[src/rtl/wbm_pkg.sv]
package wbm_pkg;

  typedef enum logic [2:0] {
    OP_PULSE_RST = 3'd0,
    OP_WR_AT     = 3'd1,
    OP_WR_ON     = 3'd2,
    OP_RD_AT     = 3'd3,
    OP_RD_ON     = 3'd4,
    OP_PW_AT     = 3'd5,
    OP_PW_ON     = 3'd6,
    OP_NOP       = 3'd7
  } wbm_op_e;

  function automatic logic op_is_read(input logic [2:0] op);
    return (op == OP_RD_AT) || (op == OP_RD_ON);
  endfunction

  function automatic logic op_is_write(input logic [2:0] op);
    return (op == OP_WR_AT) || (op == OP_WR_ON) || (op == OP_PW_AT) || (op == OP_PW_ON);
  endfunction

  function automatic logic op_is_posted(input logic [2:0] op);
    return (op == OP_PW_AT) || (op == OP_PW_ON);
  endfunction

  function automatic logic op_continues(input logic [2:0] op);
    return (op == OP_WR_ON) || (op == OP_RD_ON) || (op == OP_PW_ON);
  endfunction

endpackage

[src/rtl/wbm_addr_track.sv]
module wbm_addr_track #(
  parameter int AW = 16
) (
  input  logic          clk,
  input  logic          rst_n,
  input  logic          rd_upd,
  input  logic          wr_upd,
  input  logic [AW-1:0] beat_addr,
  output logic [AW-1:0] last_rd,
  output logic [AW-1:0] last_wr
);

  always_ff @(posedge clk) begin
    if (!rst_n) begin
      last_rd <= '1;
      last_wr <= '1;
    end else begin
      if (rd_upd) last_rd <= beat_addr;
      if (wr_upd) last_wr <= beat_addr;
    end
  end

endmodule

[src/rtl/wbm_rst_pulse.sv]
module wbm_rst_pulse #(
  parameter int RST_CYCLES = 2,
  localparam int CW = $clog2(RST_CYCLES + 1)
) (
  input  logic clk,
  input  logic rst_n,
  input  logic start,
  output logic pulse,
  output logic busy
);

  logic [CW-1:0] remain_q;

  always_ff @(posedge clk) begin
    if (!rst_n)               remain_q <= '0;
    else if (start)           remain_q <= CW'(RST_CYCLES);
    else if (remain_q != '0)  remain_q <= remain_q - 1'b1;
  end

  assign pulse = (remain_q != '0);
  assign busy  = pulse;

endmodule

[src/rtl/wbm_seq.sv]
module wbm_seq
  import wbm_pkg::*;
#(
  parameter int AW    = 16,
  parameter int DWO   = 32,
  parameter int DWI   = 32,
  parameter int CNT_W = 8
) (
  input  logic             clk,
  input  logic             rst_n,
  input  logic             cmd_valid,
  output logic             cmd_ready,
  input  logic [2:0]       cmd_op,
  input  logic [AW-1:0]    cmd_addr,
  input  logic [DWO-1:0]   cmd_wdata,
  input  logic [CNT_W-1:0] cmd_count,
  output logic             word_take,
  input  logic [AW-1:0]    last_rd,
  input  logic [AW-1:0]    last_wr,
  output logic             beat_rd,
  output logic             beat_wr,
  output logic [AW-1:0]    bus_addr,
  output logic [DWO-1:0]   bus_wdata,
  output logic             bus_we,
  output logic             bus_cyc,
  output logic             posted,
  input  logic             ack_i,
  input  logic [DWI-1:0]   dat_i,
  output logic             rd_valid,
  output logic [DWI-1:0]   rd_data,
  output logic             rst_start,
  input  logic             rst_busy
);

  typedef enum logic [1:0] {S_IDLE, S_BUS, S_GAP} st_e;

  function automatic logic [AW-1:0] follow_on(input logic [AW-1:0] prev);
    return prev + 1'b1;
  endfunction

  function automatic logic [CNT_W-1:0] words_of(input logic [CNT_W-1:0] n);
    return (n == '0) ? CNT_W'(1) : n;
  endfunction

  st_e              st_q;
  logic [AW-1:0]    addr_q;
  logic [DWO-1:0]   data_q;
  logic [CNT_W-1:0] remain_q;
  logic             is_rd_q;
  logic             posted_q;
  logic             rd_valid_q;
  logic [DWI-1:0]   rd_data_q;

  logic             accept;
  logic             bus_op;
  logic [AW-1:0]    base_addr;
  logic             beat;
  logic             last_beat;

  assign cmd_ready = (st_q == S_IDLE) && !rst_busy;
  assign accept    = cmd_valid && cmd_ready;
  assign bus_op    = op_is_read(cmd_op) || op_is_write(cmd_op);
  assign rst_start = accept && (cmd_op == OP_PULSE_RST);

  always_comb begin
    if (op_continues(cmd_op))
      base_addr = op_is_read(cmd_op) ? follow_on(last_rd) : follow_on(last_wr);
    else
      base_addr = cmd_addr;
  end

  assign beat      = (st_q == S_BUS) && (posted_q || ack_i);
  assign last_beat = (remain_q == CNT_W'(1));
  assign beat_rd   = beat && is_rd_q;
  assign beat_wr   = beat && !is_rd_q;

  assign word_take = (accept && op_is_write(cmd_op))
                   || ((st_q == S_BUS) && posted_q && !last_beat)
                   || ((st_q == S_GAP) && !is_rd_q);

  always_ff @(posedge clk) begin
    if (!rst_n) begin
      st_q       <= S_IDLE;
      addr_q     <= '0;
      data_q     <= '0;
      remain_q   <= '0;
      is_rd_q    <= 1'b0;
      posted_q   <= 1'b0;
      rd_valid_q <= 1'b0;
      rd_data_q  <= '0;
    end else begin
      rd_valid_q <= beat_rd;
      if (beat_rd) rd_data_q <= dat_i;
      unique case (st_q)
        S_IDLE: begin
          if (accept && bus_op) begin
            addr_q   <= base_addr;
            data_q   <= cmd_wdata;
            remain_q <= words_of(cmd_count);
            is_rd_q  <= op_is_read(cmd_op);
            posted_q <= op_is_posted(cmd_op);
            st_q     <= S_BUS;
          end
        end
        S_BUS: begin
          if (beat) begin
            if (last_beat) begin
              st_q     <= S_IDLE;
              posted_q <= 1'b0;
            end else begin
              remain_q <= remain_q - 1'b1;
              addr_q   <= follow_on(addr_q);
              if (posted_q) data_q <= cmd_wdata;
              else          st_q   <= S_GAP;
            end
          end
        end
        S_GAP: begin
          if (!is_rd_q) data_q <= cmd_wdata;
          st_q <= S_BUS;
        end
        default: st_q <= S_IDLE;
      endcase
    end
  end

  assign bus_addr  = addr_q;
  assign bus_wdata = data_q;
  assign bus_we    = (st_q == S_BUS) && !is_rd_q;
  assign bus_cyc   = (st_q == S_BUS);
  assign posted    = posted_q;
  assign rd_valid  = rd_valid_q;
  assign rd_data   = rd_data_q;

endmodule

[src/rtl/wb_cmd_master.sv]
module wb_cmd_master #(
  parameter int ADDR_W     = 16,
  parameter int DATA_OUT_W = 32,
  parameter int DATA_IN_W  = 32,
  parameter int CNT_W      = 8,
  parameter int RST_CYCLES = 2,
  localparam int AWP  = (ADDR_W     > 0) ? ADDR_W     : 1,
  localparam int DWOP = (DATA_OUT_W > 0) ? DATA_OUT_W : 1,
  localparam int DWIP = (DATA_IN_W  > 0) ? DATA_IN_W  : 1
) (
  input  logic             clk,
  input  logic             rst_n,
  input  logic             cmd_valid,
  output logic             cmd_ready,
  input  logic [2:0]       cmd_op,
  input  logic [AWP-1:0]   cmd_addr,
  input  logic [DWOP-1:0]  cmd_wdata,
  input  logic [CNT_W-1:0] cmd_count,
  output logic             word_take,
  output logic             rd_valid,
  output logic [DWIP-1:0]  rd_data,
  output logic             wb_rst_o,
  output logic [AWP-1:0]   wb_adr_o,
  output logic [DWOP-1:0]  wb_dat_o,
  output logic             wb_we_o,
  input  logic [DWIP-1:0]  wb_dat_i,
  output logic             wb_stb_o,
  input  logic             wb_ack_i,
  output logic             wb_cyc_o
);

  logic [AWP-1:0]  last_rd, last_wr, seq_addr;
  logic [DWOP-1:0] seq_wdata;
  logic [DWIP-1:0] seq_din;
  logic            beat_rd, beat_wr, seq_we, seq_cyc, seq_posted;
  logic            rst_start, rst_busy;

  wbm_addr_track #(.AW(AWP)) track_i (
    .clk(clk), .rst_n(rst_n), .rd_upd(beat_rd), .wr_upd(beat_wr),
    .beat_addr(seq_addr), .last_rd(last_rd), .last_wr(last_wr)
  );

  wbm_rst_pulse #(.RST_CYCLES(RST_CYCLES)) pulse_i (
    .clk(clk), .rst_n(rst_n), .start(rst_start), .pulse(wb_rst_o), .busy(rst_busy)
  );

  wbm_seq #(.AW(AWP), .DWO(DWOP), .DWI(DWIP), .CNT_W(CNT_W)) seq_i (
    .clk(clk), .rst_n(rst_n), .cmd_valid(cmd_valid), .cmd_ready(cmd_ready),
    .cmd_op(cmd_op), .cmd_addr(cmd_addr), .cmd_wdata(cmd_wdata), .cmd_count(cmd_count),
    .word_take(word_take), .last_rd(last_rd), .last_wr(last_wr),
    .beat_rd(beat_rd), .beat_wr(beat_wr), .bus_addr(seq_addr), .bus_wdata(seq_wdata),
    .bus_we(seq_we), .bus_cyc(seq_cyc), .posted(seq_posted), .ack_i(wb_ack_i),
    .dat_i(seq_din), .rd_valid(rd_valid), .rd_data(rd_data),
    .rst_start(rst_start), .rst_busy(rst_busy)
  );

  generate
    if (ADDR_W > 0) begin : g_adr
      assign wb_adr_o = seq_addr;
    end else begin : g_no_adr
      assign wb_adr_o = '0;
    end
    if (DATA_OUT_W > 0) begin : g_dout
      assign wb_dat_o = seq_wdata;
      assign wb_we_o  = seq_we;
    end else begin : g_no_dout
      assign wb_dat_o = '0;
      assign wb_we_o  = 1'b0;
    end
    if (DATA_IN_W > 0) begin : g_din
      assign seq_din = wb_dat_i;
    end else begin : g_no_din
      assign seq_din = '0;
    end
  endgenerate

  assign wb_cyc_o = seq_cyc;
  assign wb_stb_o = seq_cyc;

endmodule

[config.mk]
export PLATFORM = sky130hd
export DESIGN_NAME = wb_cmd_master
export DESIGN_NICKNAME = d
export VERILOG_FILES = /design/src/rtl/wbm_pkg.sv /design/src/rtl/wbm_addr_track.sv /design/src/rtl/wbm_rst_pulse.sv /design/src/rtl/wbm_seq.sv /design/src/rtl/wb_cmd_master.sv
export SDC_FILE = /design/constraint.sdc
export NUM_CORES = 1
export LEC_CHECK = 0
export BUFFER_PORTS_ARGS = -buffer_cell sky130_fd_sc_hd__buf_2
export CORE_ASPECT_RATIO = 1.1
export CORE_MARGIN = 5
export CORE_UTILIZATION = 47
export DETAILED_ROUTE_END_ITERATION = 8
export PLACE_DENSITY = 0.76
export SLEW_MARGIN = 5
export SYNTH_ARGS = -nofsm -noshare
export SYNTH_HDL_FRONTEND = slang
export SYNTH_HIERARCHICAL = 1
export SYNTH_SLANG_ARGS = --single-unit
[constraint.sdc]
create_clock -name clk -period 2.97 [get_ports clk]
set_input_delay 0.1485 -clock clk [delete_from_list [all_inputs] [get_ports clk]]
set_output_delay 0.1485 -clock clk [all_outputs]
set_load 0.01 [all_outputs]
**After elaboration in Yosys (flattened, before gate mapping)**

Index checks and enable logic that the tools add are counted.

- Eq/ne operators: 16
- Add/sub/neg operators: 5
- Reduce and logical (&&, ||, !) cells: 39
- Muxes and demuxes: 28
- Bitwise logic cells: 1

Operator list:

| cell | count |
|---|---|
| $mux 32 | 5 |
| $pmux 32 s3 | 1 |
| $mux 16 | 5 |
| $add 16x1->16 const B | 3 |
| $mux 8 | 4 |
| $pmux 16 s2 | 1 |
| $pmux 8 s2 | 1 |
| $logic_and 1x1->1 | 12 |
| $mux 2 | 6 |
| $logic_or 1x1->1 | 11 |
| $eq 3x3->1 const B | 3 |
| $eq 8x1->1 const B | 1 |
| $logic_not 8->1 | 1 |
| $reduce_and 4->1 | 2 |
| $sub 8x1->8 const B | 1 |
| $eq 3x2->1 const B | 2 |
| $ne 2x1->1 const B | 3 |
| $ne 2x2->1 const B | 3 |
| $pmux 2 s3 | 1 |
| $reduce_and 6->1 | 1 |
| $reduce_bool 2->1 | 3 |
| $eq 3x1->1 const B | 1 |
| $logic_not 1->1 | 3 |
| $logic_not 3->1 | 1 |
| 12 further kinds | 14 |

- Logic and storage cells: 101
- Output and inout bits: 87
- Register bits: 127
- Bits of input ports: 95

**Logic depth before layout (Yosys ltp)**

- Depth in word-level cells: 8
- Mapped depth: 14
- Gate-level depth less buffers: 11

**By module**

The synthesis kept the hierarchy.

By module, submodules not included:

| module | times used | area each (um2) | cells an instance | seq. area each (um2) |
|---|---|---|---|---|
| wbm_seq | 1 | 5185.0 | 674 | 1861.8 |
| wbm_addr_track | 1 | 1157.4 | 103 | 640.6 |
| wbm_rst_pulse | 1 | 77.6 | 7 | 40.0 |
| wb_cmd_master | 1 | 7.5 | 1 | 0.0 |

**Worst setup path after synthesis**

OpenSTA, ideal clock, no wires.

- Kind: input to register
- From: input port cmd_op[0]
- To: register seq_i.addr_q[12] (netlist: seq_i/bus_addr[12])
- Path buffers: 3
- Data arrival time: 2909 ps
- Library setup time: 59 ps
- Slack: 1 ps
- Stages on the path: 14
- Data required time: 2911 ps
- Cells stage by stage: inv_1 ha_1 mux2i_1 clkbuf_1 clkbuf_1 nand2_1 nand2_1 ha_1 clkbuf_1 nand2_1 or4_1 or4_1 a31oi_1 o31a_1

- Longest elaborated chain between the ends: 8
- Elaborated cells on any way between the ends: 20
- Classes of those cells: 7 x eq/ne; 4 x mux; 9 x reduce/logical

RTL lines:

| what | line | text |
|---|---|---|
| start, declared | wb_cmd_master.sv:15 | `input logic [2:0] cmd_op,` |
| $eq 3x1->1 or $eq 3x2->1 (tied branches) | wbm_pkg.sv:19, wbm_pkg.sv:27 |  |
| $logic_or 1x1->1 (3 in a row) | wbm_pkg.sv:19 | `return (op == OP_WR_AT) \|\| (op == OP_WR_ON) \|\| (op == OP_PW_AT) \|\| (op == OP_PW_ON);` |
| $logic_or 1x1->1 | wbm_seq.sv:62 | `assign bus_op = op_is_read(cmd_op) \|\| op_is_write(cmd_op);` |
| $logic_and 1x1->1 | wbm_seq.sv:96 | `if (accept && bus_op) begin` |
| $ne 2x2->1 (no source line) | -- |  |
| $reduce_and 4->1 (no source line) | -- |  |
| end signal, assigned | wbm_seq.sv:97 | `addr_q <= base_addr;` |
| end signal, assigned | wbm_seq.sv:112 | `addr_q <= follow_on(addr_q);` |
| end, declared | wbm_seq.sv:46 | `logic [AW-1:0] addr_q;` |

Parallel ways exist; a longest one is shown, timed or not. The select of a mux whose other input is x is not followed.
A chain may end at the register's enable or synchronous reset.

**Worst setup path in the final report**

- From: register seq_i.remain_q[2]
- To: register seq_i.remain_q[5]

- Longest elaborated chain between the ends: 4
- Elaborated cells on any way between the ends: 7
- Classes of those cells: 1 x add/sub; 2 x eq/ne; 3 x mux; 1 x reduce/logical

RTL lines:

| what | line | text |
|---|---|---|
| start, declared | wbm_seq.sv:48 | `logic [CNT_W-1:0] remain_q;` |
| start signal, assigned | wbm_seq.sv:99 | `remain_q <= words_of(cmd_count);` |
| start signal, assigned | wbm_seq.sv:111 | `remain_q <= remain_q - 1'b1;` |
| $sub 8x1->8 | wbm_seq.sv:111 |  |
| $mux 8 | wbm_seq.sv:107 | `if (last_beat) begin` |
| $mux 8 | wbm_seq.sv:106 | `if (beat) begin` |
| $pmux 8 s2 | wbm_seq.sv:94 | `unique case (st_q)` |

Parallel ways exist; a longest one is shown, timed or not. The select of a mux whose other input is x is not followed.

==> results_dict.tcl <==
set metrics [dict create \
    status "completed" \
    reg2reg_slack_ps 550 \
    antenna_found_initial 0 \
    start_util_pct 48.2 \
    dr.pass1.iters 6 \
    ys_seq_elements 127 \
    hold_end "seq_i/bus_wdata[9]" \
    die_y_um 133 \
    clkSinkCount 127 \
    first_global_vias 6776 \
    area_growth_pct 35.6 \
    post-cts-setup-buffer-count 0 \
    drtAntennaViolNets 0 \
    synthFlopType "dfxtp_1" \
    worstSetupPathType "reg -> reg" \
    maxSlewHeadroom_pct 43.3 \
    finalInstanceArea_um2 8710 \
    synth_top_cells_by_count "nand2_1, dfxtp_1, mux2i_1, a21oi_1, nor2_1" \
    p_switching_mw 1.66 \
    synth_edf_count 0 \
    fin_setup_tns_ps 0 \
    drc 0 \
    track_usage_pct 27.3 \
    num_vias 6952 \
    yosysMostFrequentCell "nand2_1" \
    wirelength_um 22100 \
    worst_setup_path_end_kind "flip-flop" \
    placed_cell_area_um2 7460 \
    netlist_instances 785 \
    grt_pass1_wl_um 35300 \
    cts_tree "done" \
    synth_area_leaders "dfxtp_1, nand2_1, mux2i_1" \
    internal-power_mw 3.78 \
    synth_top_area_cell "dfxtp_1" \
    gp_congestion 0.963 \
    async_flop_share_pct 0 \
    cts_buffers 17 \
    drt_iter0_markers 611 \
    hpwl_um 14100 \
    grt_max_degree 68 \
    finalCriticalPeriod_ps 2420 \
    vias_per_cell 5.72 \
    diodes 0 \
    worstHoldStart "cmd_wdata[9]" \
    core_area_um2 13300 \
    hp-class "in -> reg" \
    gr-total-overflow 0 \
    p_total_mw 5.44 \
    critPathMaxFanout 9 \
    clockRootBuffer "clkbuf_16" \
    fp-row-count 44 \
    hold_violations 0 \
    yosysUniqueCellTypes 74 \
    fmax_ghz 0.414 \
    port_buffers 181 \
    ys_seq_area_share_pct 39.6 \
    drive_above_1_share_pct 24.3 \
    period_share_pct 81.3 \
    netlist_area_um2 6430 \
    synth_nets 888 \
    leakagePower_nw 3.98 \
    cp.arrival_ps 2780 \
    dieArea_um2 16100 \
    start_kind "flip-flop" \
    yosys_warnings 6 \
    critPathRequiredTime_ps 3330 \
    reg2reg_to "seq_i/remain_q[5]" \
    finalMaxSlewViolations 0 \
    die_width_um 122 \
    finClkSkew_ps 9.89 \
    peakVddDrop_mv 0.343 \
    pwr-share-comb_pct 23.3 \
    p_seq_share_pct 36.6 \
    clk_pin_slew_ps 60 \
    finalNetCount 1122 \
    synth_top_area_share_pct 39.6 \
    wl_per_cell_um 18.2 \
    avgSynthCellArea_um2 8.19 \
    htree_levels 4 \
    clkLatencyLatePin_ps 420 \
    io_pins 182 \
    regToRegStartpoint "seq_i/remain_q[2]" \
    rsz0062_at_grt "no" \
    power.density_nw_per_um2 624 \
    min_path_cells 3 \
    clockBufferDepth 2 \
    setup_viol 0 \
    worst_pin_slew_ps 849 \
    drv_cap 0 \
    rr_worst_depth 6 \
    clkPwrFrac_pct 40.1 \
    sw_frac_of_total_pct 30.5 \
]
==> timing repair <==
action	in CTS	in global routing
endpoints found under the hold margin	63	0
resized for setup	0	0
hold buffers	63	0
==> power by group through the flow <==
stage | Combinational, mW | Clock (mW) | Sequential [mW]
after floorplan | 0.762 | 0 | 2.03
after global placement | 1.15 | 0 | 2.02
after detailed placement | 1.17 | 0 | 2.02
after CTS | 1.24 | 2.20 | 1.99
after global routing | 1.37 | 2.29 | 2.01
final | 1.27 | 2.18 | 1.99
==> metal layers <==
| metal | routed length (um) | global-route usage (%) | share of wire [%] |
|---|---|---|---|
| met5 | 0 | 0 | 0 |
| met1 | 8430 | 31.6 | 38 |
| met2 | 10800 | 46.4 | 49 |
| met4 | 906 | 11.3 | 4.1 |
| met3 | 1980 | 8.33 | 9.0 |
==> critical path: stages, from the launching register on <==
cell and delay [ps]:
dfxtp_1 390, nor4_4 490, a311o_1 450, nand2_1 370
buf_4 310, a21boi_0 190, o21a_1 150
==> through the flow <==
stage | std cells | setup WS, ps | hold WS (ps) | utilization (%)
4_1_cts | 1216 | 604 | 10.1 | 65.4
2_1_floorplan | 785 | 1.42 | 210 | -
3_5_place_dp | 1121 | 285 | 394 | 56.0
5_1_grt | 1216 | 449 | 8.92 | 65.4
3_3_place_gp | 1121 | 359 | 388 | 56.0
6_report | 1216 | 554 | 12.6 | 65.4
==> layout by cell type, fill, tap and decap left out, types with 13 or more instances in the layout <==
cell type | synthesis | routed
dlygate4sd3_1 | 0 | 63
nand4_1 | 15 | 15
mux2i_1 | 72 | 72
nand3_1 | 25 | 25
buf_2 | 8 | 180
clkbuf_16 | 0 | 17
nor2_1 | 40 | 40
nand2_1 | 208 | 208
o21ai_0 | 16 | 16
buf_4 | 2 | 23
a21oi_1 | 58 | 58
a31oi_1 | 13 | 13
dfxtp_1 | 127 | 127
==> cells by family (layout without fill, tap and decap cells) <==
family / after synthesis / in the layout / synth area share, %
AND/OR/NAND/NOR: 350 / 350 / 25.0
multiplexers: 75 / 75 / 11.8
adder cells (fa/ha/maj): 8 / 8 / 1.56
buffers and inverters: 64 / 311 / 5.33
flip-flops: 127 / 127 / 39.6
AO/OA/AOI/OAI: 152 / 152 / 15.6
XOR/XNOR: 9 / 9 / 1.23
==> flip-flops by register name, summed over array words and instances (netlist names), 2 cells and up <==
register / cells
pulse_i/remain_q: 2
seq_i/remain_q: 8
track_i/last_rd: 16
seq_i/rd_data: 32
seq_i/bus_addr: 16
seq_i/bus_wdata: 32
track_i/last_wr: 16
seq_i/st_q: 2
==> worst max path at each step <==
stage | start | to | slack [ps] | cells past startpoint
2_1_floorplan | cmd_op[0] | seq_i/bus_addr[12] | 1 | 14
3_3_place_gp | cmd_op[0] | seq_i/bus_addr[12] | 360 | 11
3_5_place_dp | cmd_op[0] | seq_i/bus_addr[12] | 280 | 11
4_1_cts | seq_i/remain_q[2] | seq_i/remain_q[5] | 600 | 6
5_1_grt | seq_i/remain_q[2] | seq_i/remain_q[3] | 450 | 6
6_report | seq_i/remain_q[2] | seq_i/remain_q[5] | 550 | 6
==> cell type report <==
class | count | area (um2)
clock buffers | 20 | 467
clock inverters | 12 | 159
fillers | 1154 | 4610
inverters | 12 | 45.0
multi-input cells | 594 | 3550
flip-flops and latches | 127 | 2540
well taps | 184 | 230
repair buffers | 267 | 1720
Note: power is estimated with default switching activity, not from simulation.
